<file path="config.mk">
export PLATFORM = sky130hd
export DESIGN_NAME = alu_flag_unit
export DESIGN_NICKNAME = d
export VERILOG_FILES = /design/src/rtl/flag_pkg.sv /design/src/rtl/flag_arith.sv /design/src/rtl/flag_ctrl.sv /design/src/rtl/flag_datapath.sv /design/src/rtl/alu_flag_unit.sv
export SDC_FILE = /design/constraint.sdc
export NUM_CORES = 1
export LEC_CHECK = 0
export CORE_UTILIZATION = 66
export DETAILED_ROUTE_END_ITERATION = 12
export DONT_BUFFER_PORTS = 1
export GPL_TIMING_DRIVEN = 0
export PLACE_DENSITY = 0.82
export SLEW_MARGIN = 30
export SYNTH_ARGS = -nofsm -noshare
export SYNTH_HDL_FRONTEND = slang
export SYNTH_SLANG_ARGS = --single-unit
</file>
<file path="constraint.sdc">
create_clock -name clk -period 3.7 [get_ports clk]
set_clock_uncertainty 0.05 [all_clocks]
set_input_delay 0.37 -clock clk [delete_from_list [all_inputs] [get_ports clk]]
set_output_delay 0.37 -clock clk [all_outputs]
set_load 0.02 [all_outputs]
</file>
<file path="src/rtl/flag_pkg.sv">
package flag_pkg;

  typedef enum logic [2:0] {
    OP_ADD  = 3'd0,
    OP_ADC  = 3'd1,
    OP_SUB  = 3'd2,
    OP_SBB  = 3'd3,
    OP_AND  = 3'd4,
    OP_OR   = 3'd5,
    OP_XOR  = 3'd6,
    OP_NONE = 3'd7
  } aluOpE;

  localparam int CTRL_N = 3;

  localparam int CF_POS = 0;
  localparam int ONE_POS = 1;
  localparam int PF_POS = 2;
  localparam int AF_POS = 4;
  localparam int ZF_POS = 6;
  localparam int SF_POS = 7;
  localparam int TF_POS = 8;
  localparam int IF_POS = 9;
  localparam int DF_POS = 10;
  localparam int OF_POS = 11;

  // Strobes from control to datapath
  typedef struct packed {
    logic              arithEn;
    logic              logicEn;
    logic              subtract;
    logic              chainCarry;
    logic              wideMode;
    logic [1:0]        logicSel;
    logic [CTRL_N-1:0] setMask;
    logic [CTRL_N-1:0] clrMask;
  } flagStrobeT;

endpackage

</file>
<file path="src/rtl/flag_arith.sv">
module flag_arith #(
  parameter int W = 16,
  parameter int NIB = 4
) (
  input  logic [W-1:0] a,
  input  logic [W-1:0] b,
  input  logic         cin,
  input  logic         sub,
  output logic [W-1:0] res,
  output logic         carryOut,
  output logic         auxOut,
  output logic         ovfOut
);
  logic [W-1:0] bEff;
  logic         cEff;
  logic [W:0]   ext;
  logic         carryIntoMsb;

  always_comb begin
    bEff = sub ? ~b : b;
    cEff = sub ? ~cin : cin;
    ext = {1'b0, a} + {1'b0, bEff} + {{W{1'b0}}, cEff};
    res = ext[W-1:0];
    // a borrow is the inverse of the carry of the complemented sum
    carryOut = ext[W] ^ sub;
    auxOut = a[NIB] ^ bEff[NIB] ^ res[NIB] ^ sub;
    carryIntoMsb = a[W-1] ^ bEff[W-1] ^ res[W-1];
    ovfOut = carryIntoMsb ^ ext[W];
  end
endmodule

</file>
<file path="src/rtl/flag_ctrl.sv">
module flag_ctrl
  import flag_pkg::*;
(
  input  logic              clk,
  input  logic              rstN,
  input  logic [2:0]        aluOp,
  input  logic              wideSel,
  input  logic              flagWe,
  input  logic [CTRL_N-1:0] ctrlSet,
  input  logic [CTRL_N-1:0] ctrlClr,
  output flagStrobeT        strobe
);
  aluOpE opCode;

  always_comb begin
    opCode = aluOpE'(aluOp);
    strobe = '0;
    strobe.wideMode = wideSel;
    strobe.setMask = ctrlSet;
    strobe.clrMask = ctrlClr;
    unique case (opCode)
      OP_ADD: strobe.arithEn = flagWe;
      OP_ADC: begin strobe.arithEn = flagWe; strobe.chainCarry = 1'b1; end
      OP_SUB: begin strobe.arithEn = flagWe; strobe.subtract = 1'b1; end
      OP_SBB: begin
        strobe.arithEn = flagWe;
        strobe.subtract = 1'b1;
        strobe.chainCarry = 1'b1;
      end
      OP_AND: begin strobe.logicEn = flagWe; strobe.logicSel = 2'd0; end
      OP_OR:  begin strobe.logicEn = flagWe; strobe.logicSel = 2'd1; end
      OP_XOR: begin strobe.logicEn = flagWe; strobe.logicSel = 2'd2; end
      default: ;
    endcase
  end

  AST_ONE_KIND: assert property (@(posedge clk) disable iff (!rstN)
    $onehot0({strobe.arithEn, strobe.logicEn}));
  AST_NO_WE_QUIET: assert property (@(posedge clk) disable iff (!rstN)
    !flagWe |-> !(strobe.arithEn || strobe.logicEn));
endmodule

</file>
<file path="src/rtl/flag_datapath.sv">
module flag_datapath
  import flag_pkg::*;
#(
  parameter int WORD_W = 16,
  parameter int BYTE_W = 8
) (
  input  logic              clk,
  input  logic              rstN,
  input  logic [WORD_W-1:0] opA,
  input  logic [WORD_W-1:0] opB,
  input  flagStrobeT        strobe,
  output logic [WORD_W-1:0] flagWord
);
  localparam int N_WIDTHS = 2;
  localparam logic [WORD_W-1:0] RESET_WORD = WORD_W'(1) << ONE_POS;
  localparam logic [WORD_W-1:0] LIVE_MASK =
    (WORD_W'(1) << CF_POS) | (WORD_W'(1) << ONE_POS) | (WORD_W'(1) << PF_POS) |
    (WORD_W'(1) << AF_POS) | (WORD_W'(1) << ZF_POS) | (WORD_W'(1) << SF_POS) |
    (WORD_W'(1) << TF_POS) | (WORD_W'(1) << IF_POS) | (WORD_W'(1) << DF_POS) |
    (WORD_W'(1) << OF_POS);
  localparam int CTRL_POS [CTRL_N] = '{TF_POS, IF_POS, DF_POS};

  logic [WORD_W-1:0] flagQ;
  logic [WORD_W-1:0] flagD;
  logic [WORD_W-1:0] resArr [N_WIDTHS];
  logic [N_WIDTHS-1:0] carryArr, auxArr, ovfArr;
  logic carryIn;

  assign carryIn = flagQ[CF_POS] & strobe.chainCarry;

  for (genvar gi = 0; gi < N_WIDTHS; gi++) begin : g_width
    localparam int W = (gi == 0) ? BYTE_W : WORD_W;
    logic [W-1:0] r;
    logic co, ao, oo;
    flag_arith #(.W(W)) u_arith (
      .a(opA[W-1:0]), .b(opB[W-1:0]), .cin(carryIn), .sub(strobe.subtract),
      .res(r), .carryOut(co), .auxOut(ao), .ovfOut(oo)
    );
    assign resArr[gi] = WORD_W'(r);
    assign carryArr[gi] = co;
    assign auxArr[gi] = ao;
    assign ovfArr[gi] = oo;
  end

  logic [WORD_W-1:0] logicWord;
  logic [WORD_W-1:0] widthMask;
  logic [WORD_W-1:0] activeRes;
  logic widthIdx;
  logic resMsb;

  always_comb begin
    unique case (strobe.logicSel)
      2'd0: logicWord = opA & opB;
      2'd1: logicWord = opA | opB;
      default: logicWord = opA ^ opB;
    endcase
    widthIdx = strobe.wideMode;
    widthMask = strobe.wideMode ? '1 : WORD_W'((1 << BYTE_W) - 1);
    activeRes = (strobe.logicEn ? logicWord : resArr[widthIdx]) & widthMask;
    resMsb = strobe.wideMode ? activeRes[WORD_W-1] : activeRes[BYTE_W-1];
  end

  always_comb begin
    flagD = flagQ;
    if (strobe.arithEn || strobe.logicEn) begin
      flagD[ZF_POS] = (activeRes == '0);
      flagD[SF_POS] = resMsb;
      flagD[PF_POS] = ~(^activeRes[BYTE_W-1:0]);
    end
    if (strobe.arithEn) begin
      flagD[CF_POS] = carryArr[widthIdx];
      flagD[AF_POS] = auxArr[widthIdx];
      flagD[OF_POS] = ovfArr[widthIdx];
    end else if (strobe.logicEn) begin
      flagD[CF_POS] = 1'b0;
      flagD[OF_POS] = 1'b0;
    end
    for (int ci = 0; ci < CTRL_N; ci++) begin
      if (strobe.clrMask[ci]) flagD[CTRL_POS[ci]] = 1'b0;
      else if (strobe.setMask[ci]) flagD[CTRL_POS[ci]] = 1'b1;
    end
    flagD = (flagD & LIVE_MASK) | RESET_WORD;
  end

  always_ff @(posedge clk or negedge rstN) begin
    if (!rstN) flagQ <= RESET_WORD;
    else flagQ <= flagD;
  end

  assign flagWord = flagQ;

  AST_FIXED_BITS: assert property (@(posedge clk) disable iff (!rstN)
    flagQ[ONE_POS] && ((flagQ & ~LIVE_MASK) == '0));
  AST_ZERO_NOT_NEG: assert property (@(posedge clk) disable iff (!rstN)
    flagQ[ZF_POS] |-> !flagQ[SF_POS]);
  AST_LOGIC_CLEARS: assert property (@(posedge clk) disable iff (!rstN)
    strobe.logicEn |=> (!flagQ[CF_POS] && !flagQ[OF_POS]));
  AST_LOGIC_KEEPS_AUX: assert property (@(posedge clk) disable iff (!rstN)
    strobe.logicEn |=> $stable(flagQ[AF_POS]));
  AST_ARITH_HOLD: assert property (@(posedge clk) disable iff (!rstN)
    !(strobe.arithEn || strobe.logicEn) |=> $stable({flagQ[OF_POS], flagQ[SF_POS],
      flagQ[ZF_POS], flagQ[AF_POS], flagQ[PF_POS], flagQ[CF_POS]}));
  AST_CTRL_HOLD: assert property (@(posedge clk) disable iff (!rstN)
    (strobe.setMask == '0 && strobe.clrMask == '0) |=>
      $stable({flagQ[DF_POS], flagQ[IF_POS], flagQ[TF_POS]}));
  AST_CLEAR_WINS: assert property (@(posedge clk) disable iff (!rstN)
    strobe.clrMask[0] |=> !flagQ[TF_POS]);
endmodule

</file>
<file path="src/rtl/alu_flag_unit.sv">
module alu_flag_unit
  import flag_pkg::*;
#(
  parameter int WORD_W = 16,
  parameter int BYTE_W = 8
) (
  input  logic              clk,
  input  logic              rstN,
  input  logic [WORD_W-1:0] opA,
  input  logic [WORD_W-1:0] opB,
  input  logic [2:0]        aluOp,
  input  logic              wideSel,
  input  logic              flagWe,
  input  logic [2:0]        ctrlSet,
  input  logic [2:0]        ctrlClr,
  output logic [WORD_W-1:0] flagWord
);
  flagStrobeT strobe;

  flag_ctrl u_ctrl (
    .clk(clk), .rstN(rstN), .aluOp(aluOp), .wideSel(wideSel), .flagWe(flagWe),
    .ctrlSet(ctrlSet), .ctrlClr(ctrlClr), .strobe(strobe)
  );

  flag_datapath #(.WORD_W(WORD_W), .BYTE_W(BYTE_W)) u_dp (
    .clk(clk), .rstN(rstN), .opA(opA), .opB(opB), .strobe(strobe),
    .flagWord(flagWord)
  );
endmodule

</file>
==> results of run 1 <==
## layout make-up
type / instances / area, um^2
Clock buffer: 4 / 45.0
Buffer: 18 / 124
Fill cell: 325 / 940
Multi-Input combinational cell: 284 / 2150
Inverter: 39 / 146
Tap cell: 48 / 60.1
Sequential cell: 9 / 225
Timing Repair Buffer: 3 / 25.0
## path summary, 6_finish.rpt
kind / from / end / slack [ns] / depth (start not counted)
max: aluOp[1] / u_dp.flagWord[6] / 0.12 / 16
min: ctrlClr[2] / u_dp.flagWord[10] / 0.16 / 1
max reg2reg: u_dp.flagWord[0] / u_dp.flagWord[6] / 0.22 / 14
min reg2reg: u_dp.flagWord[10] / u_dp.flagWord[10] / 0.57 / 2
max in group asynchronous: rstN / u_dp.flagWord[8] / 2.88 / 1
min in group asynchronous: rstN / u_dp.flagWord[6] / 0.45 / 1
## routing by layer
layer	track usage, %	routed length (um)
met5	0	0
met4	8.06	87
met3	1.94	399
met2	48.2	2880
met1	36.7	2690
## synth_stat cells, types with 5 or more instances
library cell,n
buf_4,7
xor2_1,8
xnor2_1,25
nand2_1,29
a21oi_1,25
a21o_1,6
inv_1,39
ha_1,51
nor3_1,5
clkbuf_1,9
nor2_1,33
nand3_1,6
dfrtp_1,9
a211oi_1,5
o21ai_0,18
## report_power, final
part	total [W]	switching, W	internal [W]
Sequential	0.000149	0.0000331	0.000116
Combinational	0.000520	0.000288	0.000233
Clock	0.000111	0.0000360	0.0000748
Total	0.000780	0.000357	0.000424
## stage by stage
stage / setup slack (ns) / hold WS [ns]
floorplan: 0.0569 / 0.0244
global placement: -0.633 / 0.0246
detailed placement: -0.729 / 0.0246
CTS: 0.000107 / 0.152
global route: -0.0162 / 0.152
finish: 0.116 / 0.157
## worst max-delay path, stage by stage
cell	delay, ns
clkbuf_4	0.18
nand2b_1	0.06
clkbuf_4	0.20
clkbuf_8	0.22
xnor2_2	0.15
fa_1	0.44
inv_1	0.09
fa_1	0.22
nor2b_2	0.08
o31a_1	0.28
o41ai_2	0.31
o21ai_1	0.16
o31a_1	0.30
o21bai_1	0.17
a41oi_2	0.18
o31ai_2	0.26
## logic make-up after synthesis
| group | count (synthesis) | share of synthesized area [%] |
|---|---|---|
| compound gates | 94 | 25.8 |
| xor+xnor | 33 | 11.2 |
| fa+ha+maj | 53 | 26.2 |
| buf+inv | 60 | 9.92 |
| flops | 9 | 8.71 |
| mux | 4 | 1.60 |
| other cells | 2 | 0.291 |
| simple gates | 93 | 16.3 |
## what timing repair did
| action | in CTS | in global routing |
|---|---|---|
| hold buffers | 1 | 0 |
| hold endpoints to repair | 9 | 0 |
| gates resized for setup | 6 | 10 |
| cloned | 0 | 0 |
| buffers inserted | 1 | 1 |
| pin swaps | 1 | 1 |
| setup endpoints to repair | 4 | 2 |
==> metrics.cfg, run 1 <==
[grt]
grt_pass1_wl_um=9290
grt_antenna_before_repair=0
grt_use_total_pct=27.8
grt_max_degree=20
grt_overflow=0
grt_pass1_vias=2157

[yosys]
syn_area_um2=2580
synthFlopType=dfrtp_1
synth-seq-cells=9
synth_edf_count=0
synth.area.top_cells=ha_1 (25%), dfrtp_1 (8.7%), xnor2_1 (8.5%)
syn_inst=348
synth_cell_type_count=57
ys_seq_area_share_pct=8.71
synth_top_area_share_pct=24.7
avgSynthCellArea_um2=7.43
async_reset_ff_share_pct=100
yosys.area.top_type=ha_1
yosysWarnings=0

[sta]
finalHoldViolations=0
max_freq_mhz=279
setup_viol=0
finalCritPeriodShare_pct=96.9
slew_violations=0
fin_crit_ns=3.58
finalSetupTns_ns=0

[floorplanning]
dieArea_um2=4170
core.rowCount=22
die_h_um=64.6
core_um2=3720
initial_core_util_pct=69.6
pin_count=61
die_x_um=64.6

[detailed_routing]
drtIter0Drc=100
wl_per_cell_um=15.0
drc=0
drt-vias-per-instance=6.07
ant_nets=0
wl_um=6070
firstDrtPassIters=4
num_vias=2458

[pwr]
vdd_drop_max_v=0.000121
finalPower_w=0.000780
p_per_area_nw_per_um2=281
p_leak_nw=1.36

[placed_design]
place_area_um2=2670
gp_congestion=0.863
place.port_buffers=0
post-dp-hpwl_um=5040
dp.cells=401

[clock_tree]
cts.sinks=9
root_buffer=clkbuf_8
clk_latency_ns=0.23
htree_levels=1
cts_max_path_buffers=2
cts_made_buffers=3
cts.clk_slew.worst_paths_ns=0.04
cts_tree=done

[setup_path]
worstPathMaxFanout=10
critical_path_class=input pin to flop
crit_path_end_kind=flop
startpoint_type=input pin
worstPathArrival_ns=3.67
required_ns=3.78

[layout]
nets=456
fin_util_pct=74.7
fin_area_um2=2780
layoutNonFillerInstCount=405
largest_reg_flops=9
mostFrequentLayoutCells=ha_1 (51), inv_1 (39), nor2_1 (32), nand2_1 (29), a21oi_1 (25)
drive_above_1_share_pct=10.1
num_antenna_cells=0
synthToLayoutAreaGrowth_pct=7.41
final_common_cell=ha_1

[worst_hold_path]
hold_path_class=input pin to flop

[run]
max_cap_viol_count=0

[status]
status=finished clean

(Power assumes the default switching activity.)
==> run 2: changes to the inputs <==
--- a/config.mk
+++ b/config.mk
@@ -5,6 +5,7 @@
 export SDC_FILE = /design/constraint.sdc
 export NUM_CORES = 1
 export LEC_CHECK = 0
+export ABC_AREA = 1
 export CORE_UTILIZATION = 66
 export DETAILED_ROUTE_END_ITERATION = 12
 export DONT_BUFFER_PORTS = 1
==> metrics.cfg, run 2 <==
[status]
status=finished clean

[yosys]
post-synth-top-count-cell=nand2_1
synth.top_cells.by_count=nand2_1 (121), inv_1 (85), ha_1 (51)
avgSynthCellArea_um2=6.21
ys_seq_area_share_pct=8.02
synth-seq-cells=9
yosys.area.top_type=ha_1
synth_top_area_share_pct=22.7
synthFlopType=dfrtp_1
yosysWarnings=0
synth_cell_type_count=35
async_reset_ff_share_pct=100
syn_area_um2=2810
synth_edf_count=0
syn_inst=452
synth.area.top_cells=ha_1 (23%), nand2_1 (16%), inv_1 (11%)

[layout]
final_common_cell=nand2_1
fin_area_um2=2950
n_fill_cell=357
num_antenna_cells=0
nets=561
mostFrequentLayoutCells=nand2_1 (120), inv_1 (85), ha_1 (51), a21oi_1 (33), nor2_1 (27)
drive_above_1_share_pct=7.79
fin_util_pct=73.2
largest_reg_flops=9
synthToLayoutAreaGrowth_pct=4.94

[detailed_routing]
firstDrtPassIters=4
num_vias=2780
drt-vias-per-instance=5.43
drc=0
drtIter0Drc=127
wl_per_cell_um=12.9
wl_um=6590
ant_nets=0

[setup_path]
worstPathCellList=inv_1 > nand2_2 > buf_4 > xor2_1 > fa_1 > inv_1 > fa_1 > inv_1 > nand2_1 > nand3_1 > and2_1 > o21ai_0 > o21ai_0 > ha_1 > nand4_1 > or2_2 > a21oi_1 > nand2_1 > nor2_1 > nand2_1 > nand2_1
critPathBufInv=4
crit_top_cell=nand2_1
required_ns=3.82
critical_path.max_stage_delay_ns=0.39
crit_path_end_kind=flop
worstPathMaxFanout=10
worstPathArrival_ns=3.51
critical_path_class=input pin to flop
startpoint_type=input pin
crit_family=simple AND/OR/NAND/NOR gates
cp_slowest_cell=fa_1

[grt]
grt_pass1_vias=2461
grt_use_total_pct=30.0
grt_antenna_before_repair=0
grt_overflow=0
grt_pass1_wl_um=10400
grt_max_degree=11

[clock_tree]
cts_max_path_buffers=2
cts_tree=done
root_buffer=clkbuf_8
post_cts_buffers=0
cts.sinks=9
cts_made_buffers=3
htree_levels=1
clk_latency_ns=0.23
cts.clk_slew.worst_paths_ns=0.05

[floorplanning]
dieArea_um2=4520
core.rowCount=23
die_h_um=67.2
initial_core_util_pct=69.7
core_um2=4030
die_x_um=67.2
pin_count=61

[pwr]
p_per_area_nw_per_um2=254
vdd_drop_max_v=0.000135
p_leak_nw=1.75

[sta]
finalCritPeriodShare_pct=91.6
slew_violations=0
finalHoldViolations=0
hold_ws_ns=0.157
rsz0062_at_grt=false
fin_crit_ns=3.39
max_freq_mhz=295
setup_viol=0

[run]
max_cap_viol_count=0

[placed_design]
post-dp-hpwl_um=5600
place_area_um2=2890
place.port_buffers=0
gp_congestion=0.907

[worst_hold_path]
hold_path_class=input pin to flop

[run 2: cell type report]
| type | instances | area [um^2] | share of cell area (%) |
|---|---|---|---|
| clock buffer | 4 | 45.0 | 1.53 |
| sequential | 9 | 225 | 7.64 |
| multi-input combinational | 345 | 2160 | 73.4 |
| buffer | 14 | 108 | 3.65 |
| timing repair buffer | 1 | 10.0 | 0.340 |
| inverter | 89 | 334 | 11.3 |
| tap | 50 | 62.6 | 2.12 |
[run 2: logic make-up (layout without fill, tap and decap cells)]
group | Yosys count | count (layout) | synth area share [%]
buffers and inverters | 103 | 108 | 15.7
XOR/XNOR | 23 | 23 | 7.17
other | 2 | 7 | 0.267
flip-flops | 9 | 9 | 8.02
adder cells (fa/ha/maj) | 53 | 53 | 24.1
AO/OA/AOI/OAI | 64 | 64 | 13.8
AND/OR/NAND/NOR | 198 | 198 | 30.9
[run 2: path summary, 6_finish.rpt]
| check | startpoint | endpoint | slack, ns | cells past startpoint |
|---|---|---|---|---|
| max | aluOp[2] | u_dp.flagWord[6] | 0.31 | 21 |
| min | ctrlClr[0] | u_dp.flagWord[8] | 0.16 | 1 |
| max reg2reg | u_dp.flagWord[0] | u_dp.flagWord[6] | 0.36 | 20 |
| min reg2reg | u_dp.flagWord[8] | u_dp.flagWord[8] | 0.57 | 2 |
| max in group asynchronous | rstN | u_dp.flagWord[8] | 2.87 | 1 |
| min in group asynchronous | rstN | u_dp.flagWord[2] | 0.45 | 1 |
[run 2: through the flow]
stage	instances	total power [W]	setup WS [ns]	setup TNS, ns
finish	512	0.000748	0.311	0
detailed placement	507	0.000627	-0.0569	-0.0649
CTS	512	0.000743	0.171	0
global placement	507	0.000613	-0.0489	-0.0489
global route	512	0.000828	0.00973	0
floorplan	457	0.000531	0.569	0
[run 2: repair_timing]
| action | CTS | global route |
|---|---|---|
| endpoints found under the hold margin | 9 | 0 |
| endpoints found under the setup margin | 0 | 2 |
| resized for setup | 0 | 1 |
| hold buffers | 1 | 0 |
[run 2: per-layer routing]
layer,vias to the layer above,track usage [%],routed length (um)
li1,1430,-,-
met1,1257,41.0,3180
met2,84,50.4,2910
met3,9,2.20,395
met4,0,7.45,104
met5,-,0,0
[run 2: report_power, final]
part / switching (W) / internal (W) / leakage (nW)
Clock: 0.0000383 / 0.0000751 / 0.0228
Sequential: 0.0000316 / 0.000116 / 0.111
Combinational: 0.000299 / 0.000189 / 1.62
